$ cat config.mk
export PLATFORM = sky130hd
export DESIGN_NAME = jtag_ir_decode
export DESIGN_NICKNAME = d
export VERILOG_FILES = /design/src/rtl/irdec_pkg.sv /design/src/rtl/jtag_ir_shift.sv /design/src/rtl/jtag_ir_latch.sv /design/src/rtl/jtag_ir_decoder.sv /design/src/rtl/jtag_fixed_dr.sv /design/src/rtl/jtag_ir_decode.sv
export SDC_FILE = /design/constraint.sdc
export NUM_CORES = 1
export LEC_CHECK = 0
export BUFFER_PORTS_ARGS = -buffer_cell sky130_fd_sc_hd__buf_4
export CELL_PAD_IN_SITES_DETAIL_PLACEMENT = 2
export CELL_PAD_IN_SITES_GLOBAL_PLACEMENT = 2
export CORE_MARGIN = 3
export CORE_UTILIZATION = 30
export CTS_BUF_LIST = sky130_fd_sc_hd__clkbuf_2
export DETAILED_ROUTE_END_ITERATION = 6
export GPL_ROUTABILITY_DRIVEN = 0
export GPL_TIMING_DRIVEN = 0
export PLACE_DENSITY = 0.7
export SKIP_CTS_REPAIR_TIMING = 1
export SLEW_MARGIN = 15
export SYNTH_ARGS = -nofsm -noshare
export SYNTH_HDL_FRONTEND = slang
export SYNTH_SLANG_ARGS = --single-unit
$ cat constraint.sdc
create_clock -name clk -period 1.9 [get_ports clk]
set_input_delay 0.19 -clock clk [delete_from_list [all_inputs] [get_ports clk]]
set_output_delay 0.19 -clock clk [all_outputs]
set_load 0.005 [all_outputs]
$ cat src/rtl/irdec_pkg.sv
package irdec_pkg;

    localparam int IR_W = 8;
    localparam int ID_W = 32;

    typedef logic [IR_W-1:0] ir_code_t;

    localparam ir_code_t OP_EXTEST   = 8'h00;
    localparam ir_code_t OP_SAMPLE   = 8'h81;
    localparam ir_code_t OP_CLAMP    = 8'h82;
    localparam ir_code_t OP_HIGHZ    = 8'h03;
    localparam ir_code_t OP_SAMP_IN  = 8'h41;
    localparam ir_code_t OP_SAMP_OUT = 8'h42;
    localparam ir_code_t OP_EXT_OUT  = 8'h22;
    localparam ir_code_t OP_IDENT    = 8'hAA;
    localparam ir_code_t OP_BYPASS   = 8'hFF;

    // pattern loaded by the capture strobe
    localparam ir_code_t IR_CAPTURE = OP_SAMPLE;

    typedef enum logic [2:0] {
        SEL_BYPASS    = 3'd0,
        SEL_IDENT     = 3'd1,
        SEL_CHAIN_ALL = 3'd2,
        SEL_CHAIN_IN  = 3'd3,
        SEL_CHAIN_OUT = 3'd4
    } dr_sel_e;

    typedef struct packed {
        dr_sel_e sel;
        logic    extest;
        logic    clamp;
        logic    highz;
    } ir_ctl_t;

    function automatic ir_ctl_t decode_op(input ir_code_t op, input logic id_ok);
        ir_ctl_t c;
        c.sel    = SEL_BYPASS;
        c.extest = 1'b0;
        c.clamp  = 1'b0;
        c.highz  = 1'b0;
        case (op)
            OP_EXTEST:   begin c.sel = SEL_CHAIN_ALL; c.extest = 1'b1; end
            OP_SAMPLE:   c.sel = SEL_CHAIN_ALL;
            OP_CLAMP:    c.clamp = 1'b1;
            OP_HIGHZ:    c.highz = 1'b1;
            OP_SAMP_IN:  c.sel = SEL_CHAIN_IN;
            OP_SAMP_OUT: c.sel = SEL_CHAIN_OUT;
            OP_EXT_OUT:  begin c.sel = SEL_CHAIN_OUT; c.extest = 1'b1; end
            OP_IDENT:    c.sel = id_ok ? SEL_IDENT : SEL_BYPASS;
            default:     c.sel = SEL_BYPASS;
        endcase
        return c;
    endfunction

    function automatic logic [ID_W-1:0] make_id(input logic [3:0] ver,
                                                input logic [15:0] part,
                                                input logic [10:0] mfr);
        return {ver, part, mfr, 1'b1};
    endfunction

endpackage

$ cat src/rtl/jtag_ir_shift.sv
module jtag_ir_shift
    import irdec_pkg::*;
(
    input  logic     clk,
    input  logic     rst,
    input  logic     capture,
    input  logic     shift,
    input  logic     tdi,
    output ir_code_t sr_q,
    output logic     so
);
    ir_code_t sr;

    always_ff @(posedge clk) begin
        if (rst)
            sr <= IR_CAPTURE;
        else if (capture)
            sr <= IR_CAPTURE;
        else if (shift)
            sr <= {tdi, sr[IR_W-1:1]};
    end

    assign sr_q = sr;
    assign so   = sr[0];
endmodule

$ cat src/rtl/jtag_ir_latch.sv
module jtag_ir_latch
    import irdec_pkg::*;
#(
    parameter ir_code_t DEFAULT_OP = OP_IDENT
) (
    input  logic     clk,
    input  logic     rst,
    input  logic     tlr,
    input  logic     update,
    input  ir_code_t d,
    output ir_code_t q
);
    ir_code_t held;

    // instruction in force changes on the falling edge only
    always_ff @(negedge clk) begin
        if (rst || tlr)
            held <= DEFAULT_OP;
        else if (update)
            held <= d;
    end

    assign q = held;
endmodule

$ cat src/rtl/jtag_ir_decoder.sv
module jtag_ir_decoder
    import irdec_pkg::*;
#(
    parameter bit HAS_ID = 1'b1
) (
    input  ir_code_t code,
    output ir_ctl_t  ctl
);
    always_comb begin
        ctl = decode_op(code, HAS_ID);
    end
endmodule

$ cat src/rtl/jtag_fixed_dr.sv
module jtag_fixed_dr
    import irdec_pkg::*;
#(
    parameter bit            HAS_ID   = 1'b1,
    parameter logic [ID_W-1:0] ID_VALUE = '0
) (
    input  logic clk,
    input  logic rst,
    input  logic capture,
    input  logic shift,
    input  logic tdi,
    input  logic sel_byp,
    input  logic sel_id,
    output logic tdo
);
    logic byp_q;
    logic id_so;

    always_ff @(posedge clk) begin
        if (rst)
            byp_q <= 1'b0;
        else if (sel_byp && capture)
            byp_q <= 1'b0;
        else if (sel_byp && shift)
            byp_q <= tdi;
    end

    generate
        if (HAS_ID) begin : g_id
            logic [ID_W-1:0] id_q;
            always_ff @(posedge clk) begin
                if (rst)
                    id_q <= ID_VALUE;
                else if (sel_id && capture)
                    id_q <= ID_VALUE;
                else if (sel_id && shift)
                    id_q <= {tdi, id_q[ID_W-1:1]};
            end
            assign id_so = id_q[0];
        end else begin : g_no_id
            logic unused_id;
            assign unused_id = sel_id;
            assign id_so     = 1'b0;
        end
    endgenerate

    assign tdo = sel_byp ? byp_q : (sel_id ? id_so : 1'b0);
endmodule

$ cat src/rtl/jtag_ir_decode.sv
module jtag_ir_decode
    import irdec_pkg::*;
#(
    parameter bit          HAS_ID     = 1'b1,
    parameter logic [3:0]  ID_VERSION = 4'h0,
    parameter logic [15:0] ID_PART    = 16'h5A3C,
    parameter logic [10:0] ID_MFR     = 11'b000_0000_1111
) (
    input  logic       clk,
    input  logic       rst,
    input  logic       tlr,
    input  logic       capture_ir,
    input  logic       shift_ir,
    input  logic       update_ir,
    input  logic       capture_dr,
    input  logic       shift_dr,
    input  logic       tdi,
    output logic       ir_tdo,
    output logic       dr_tdo,
    output logic [7:0] active_ir,
    output logic [2:0] dr_sel,
    output logic       extest_mode,
    output logic       clamp_mode,
    output logic       highz_mode
);
    localparam ir_code_t        RESET_OP = HAS_ID ? OP_IDENT : OP_BYPASS;
    localparam logic [ID_W-1:0] ID_WORD  = make_id(ID_VERSION, ID_PART, ID_MFR);

    ir_code_t sr_val;
    ir_code_t cur_op;
    ir_ctl_t  ctl;

    jtag_ir_shift u_shift (
        .clk     (clk),
        .rst     (rst),
        .capture (capture_ir),
        .shift   (shift_ir),
        .tdi     (tdi),
        .sr_q    (sr_val),
        .so      (ir_tdo)
    );

    jtag_ir_latch #(.DEFAULT_OP(RESET_OP)) u_latch (
        .clk    (clk),
        .rst    (rst),
        .tlr    (tlr),
        .update (update_ir),
        .d      (sr_val),
        .q      (cur_op)
    );

    jtag_ir_decoder #(.HAS_ID(HAS_ID)) u_dec (
        .code (cur_op),
        .ctl  (ctl)
    );

    jtag_fixed_dr #(.HAS_ID(HAS_ID), .ID_VALUE(ID_WORD)) u_fdr (
        .clk     (clk),
        .rst     (rst),
        .capture (capture_dr),
        .shift   (shift_dr),
        .tdi     (tdi),
        .sel_byp (ctl.sel == SEL_BYPASS),
        .sel_id  (ctl.sel == SEL_IDENT),
        .tdo     (dr_tdo)
    );

    assign active_ir   = cur_op;
    assign dr_sel      = ctl.sel;
    assign extest_mode = ctl.extest;
    assign clamp_mode  = ctl.clamp;
    assign highz_mode  = ctl.highz;
endmodule

==> results_dict.tcl <==
set metrics [dict create \
    post_detailed_route_via_to_cell_ratio 5.04 \
    syn_avg_cell_area_sq_um 8.34 \
    worst_hold_path_type "in2reg" \
    startpoint_type "flop" \
    clock-sinks 49 \
    dpl_worst_slack_ps -867 \
    dieArea_sq_um 7690 \
    slew_violations 0 \
    num-nets-final 313 \
    drtPass1Iterations 4 \
    yosys.cell_types.count 34 \
    mostFrequentLayoutCell "sky130_fd_sc_hd__nand2_1" \
    synth_nets 249 \
    run_status "complete, but fails checks" \
    worstRegToRegCells 5 \
    cts_tree "done" \
    floorplan.io_pins 25 \
    grt_use_total 0.145 \
    worst_pin_slew_ps 637 \
    vdd_drop_max_mv 0.393 \
    flow.area_growth_from_synthesis_pct 52.0 \
    antenna_found_initial 0 \
    failed_checks "setup timing" \
    category_of_the_most_critical_setup_path "reg2out" \
    port-buffer-count 22 \
    vias 1926 \
    maxCapViolCount 0 \
    r2r-start "u_latch.q[1]$_SDFFE_NP1P_" \
    core_region_area_sq_um 6420 \
    synthesis.instances 240 \
    place.detailed.hpwl_um 3740 \
    worst-endpoint-required_ps 1710 \
    arrival_ps 3050 \
    critPathMaxFanout 5 \
    synth.ff_latch_count 49 \
    tritoncts.num_buffers 5 \
    whs_path_depth 3 \
    mappedNetlistArea_sq_um 2000 \
    total_overflow_reported_by_the_global_router 0 \
    vias_in_the_first_global_route 1780 \
    end_kind "output port" \
    final-hold-violation-count 0 \
    numPlacedInstances 339 \
    clock_skew_ps 48.9 \
    antenna_diode_count 0 \
    finish.cell_count_without_fillers 382 \
    worst_hold_startpoint "rst" \
    insertion_delay_ps 480 \
    cts.reportedPaths.clkPinSlew_ps 250 \
    initial_detailed_routing_violation_count 47 \
    seq_area_frac_synth 0.490 \
    p_leak_uw 0.00128 \
    setup-violations-final 48 \
    post_route_cells_drive_above_1_share 0.446 \
    die_h_um 87.7 \
    wirelength_um 6670 \
    grt_first_pass_wirelength_um 8730 \
    routedWlPerCell_um 17.5 \
    rsz0062_at_grt "true" \
    initial_core_util 0.312 \
    p_per_area_nw_per_um2 725 \
    mostFrequentLayoutCells "sky130_fd_sc_hd__nand2_1 (62), sky130_fd_sc_hd__dfxtp_1 (41), sky130_fd_sc_hd__buf_4 (28)" \
    cts.htree.levels 2 \
    placement_rows 29 \
    cts-root-buf "sky130_fd_sc_hd__clkbuf_2" \
    timing.slew.headroom 0.575 \
    clock_path_buffers 2 \
    timing.reg2reg.setup_slack_ps -830 \
    worst_r2r_endpoint "u_fdr.byp_q$_SDFFE_PP0P_" \
    ys.warnings.count 0 \
    ant_nets 0 \
    remaining_drc_errors 0 \
    min_to "u_fdr.byp_q$_SDFFE_PP0P_" \
    die_x_um 87.7 \
    final_worst_setup_slack_ps -1350 \
    grt_start_max_net_pins 17 \
    holdWs_ps 99.2 \
]
## state kept, by name, indices dropped and copies added, names as in the netlist
register,flops
u_fdr.byp_q,1
u_shift.sr_q,8
u_latch.q,8
u_fdr.g_id.id_q,32
## cell families (layout without fill, tap and decap cells)
group	after synthesis	in the layout	share of synthesized area
buffers and inverters	19	84	0.0488
XOR/XNOR	3	3	0.0131
flip-flops	49	49	0.490
AO/OA/AOI/OAI	29	29	0.0975
multiplexers	16	16	0.0800
AND/OR/NAND/NOR	124	124	0.271
## where the power goes
| part | switching (uW) | internal [uW] |
|---|---|---|
| sequential | 31.2 | 1070 |
| clock | 418 | 247 |
| combinational | 216 | 227 |
| total | 666 | 1540 |
## Yosys cell counts
| cell type | number | share of area |
|---|---|---|
| sky130_fd_sc_hd__a2111o_1 | 1 | 0.0056 |
| sky130_fd_sc_hd__a21o_1 | 1 | 0.0038 |
| sky130_fd_sc_hd__a21oi_1 | 20 | 0.050 |
| sky130_fd_sc_hd__and3_1 | 1 | 0.0031 |
| sky130_fd_sc_hd__and3b_1 | 1 | 0.0044 |
| sky130_fd_sc_hd__and3b_2 | 1 | 0.0050 |
| sky130_fd_sc_hd__and4_1 | 1 | 0.0044 |
| sky130_fd_sc_hd__buf_2 | 6 | 0.015 |
| sky130_fd_sc_hd__buf_4 | 1 | 0.0038 |
| sky130_fd_sc_hd__buf_6 | 2 | 0.011 |
| sky130_fd_sc_hd__clkbuf_1 | 7 | 0.013 |
| sky130_fd_sc_hd__dfxtp_1 | 49 | 0.49 |
| sky130_fd_sc_hd__inv_1 | 3 | 0.0056 |
| sky130_fd_sc_hd__mux2i_1 | 16 | 0.080 |
| sky130_fd_sc_hd__nand2_1 | 77 | 0.14 |
| sky130_fd_sc_hd__nand3_1 | 13 | 0.032 |
| sky130_fd_sc_hd__nand4_1 | 1 | 0.0031 |
| sky130_fd_sc_hd__nand4b_1 | 1 | 0.0044 |
| sky130_fd_sc_hd__nor2_1 | 13 | 0.024 |
| sky130_fd_sc_hd__nor3_1 | 7 | 0.017 |
| sky130_fd_sc_hd__nor4_1 | 1 | 0.0031 |
| sky130_fd_sc_hd__o211ai_1 | 2 | 0.0075 |
| sky130_fd_sc_hd__o21ba_2 | 1 | 0.0050 |
| sky130_fd_sc_hd__o221a_4 | 1 | 0.010 |
| sky130_fd_sc_hd__o22ai_2 | 1 | 0.0062 |
| sky130_fd_sc_hd__o31a_1 | 1 | 0.0044 |
| sky130_fd_sc_hd__o32a_1 | 1 | 0.0050 |
| sky130_fd_sc_hd__or2_2 | 3 | 0.0094 |
| sky130_fd_sc_hd__or2b_1 | 1 | 0.0038 |
| sky130_fd_sc_hd__or3_1 | 1 | 0.0031 |
| sky130_fd_sc_hd__or3b_2 | 1 | 0.0044 |
| sky130_fd_sc_hd__or4_1 | 1 | 0.0038 |
| sky130_fd_sc_hd__xnor2_1 | 2 | 0.0088 |
| sky130_fd_sc_hd__xor2_1 | 1 | 0.0044 |
## through the flow
step	utilization	instance area (sq um)	power, uW	TNS [ps]
CTS	0.384	2460	2060	-33040
global placement	0.369	2370	1420	-26710
global route	0.474	3040	2360	-33510
finish	0.474	3040	2200	-28840
detailed placement	0.369	2370	1430	-27970
floorplan	-	2110	1340	-16180
## layer usage
layer	wire length (um)	vias up	GRT usage
met5	0	-	0
met4	88	0	0.0460
met3	149	10	0.0292
met2	3280	22	0.221
met1	3150	962	0.206
li1	-	932	-
## worst max-delay path, cell delays in order, from the launching register on
cell,delay [ps]
sky130_fd_sc_hd__dfxtp_4,360
sky130_fd_sc_hd__or4_1,510
sky130_fd_sc_hd__a2111o_1,450
sky130_fd_sc_hd__o211ai_1,120
sky130_fd_sc_hd__nand2_1,70
sky130_fd_sc_hd__buf_4,130
## how the worst max path moves through the flow
stage	startpoint	end	cells after the start	slack, ps
floorplan	u_latch.q[1]$_SDFFE_NP1P_	dr_tdo	4	-660
global placement	u_latch.q[1]$_SDFFE_NP1P_	dr_tdo	5	-880
detailed placement	u_latch.q[1]$_SDFFE_NP1P_	dr_tdo	5	-870
CTS	u_latch.q[1]$_SDFFE_NP1P_	dr_tdo	5	-1360
global route	u_latch.q[5]$_SDFFE_NP1P_	dr_tdo	6	-1530
finish	u_latch.q[1]$_SDFFE_NP1P_	dr_tdo	5	-1350
## layout make-up
class                           instances  area [sq um]
Tap cell                               77          96.3
Multi-Input combinational cell        172          1150
Timing Repair Buffer                   51           522
Fill cell                             684          3380
Buffer                                 15           159
Inverter                                2          7.51
Sequential cell                        49          1010
Clock buffer                            5          25.0
Clock inverter                         11          72.6
(Power assumes the default switching activity.)
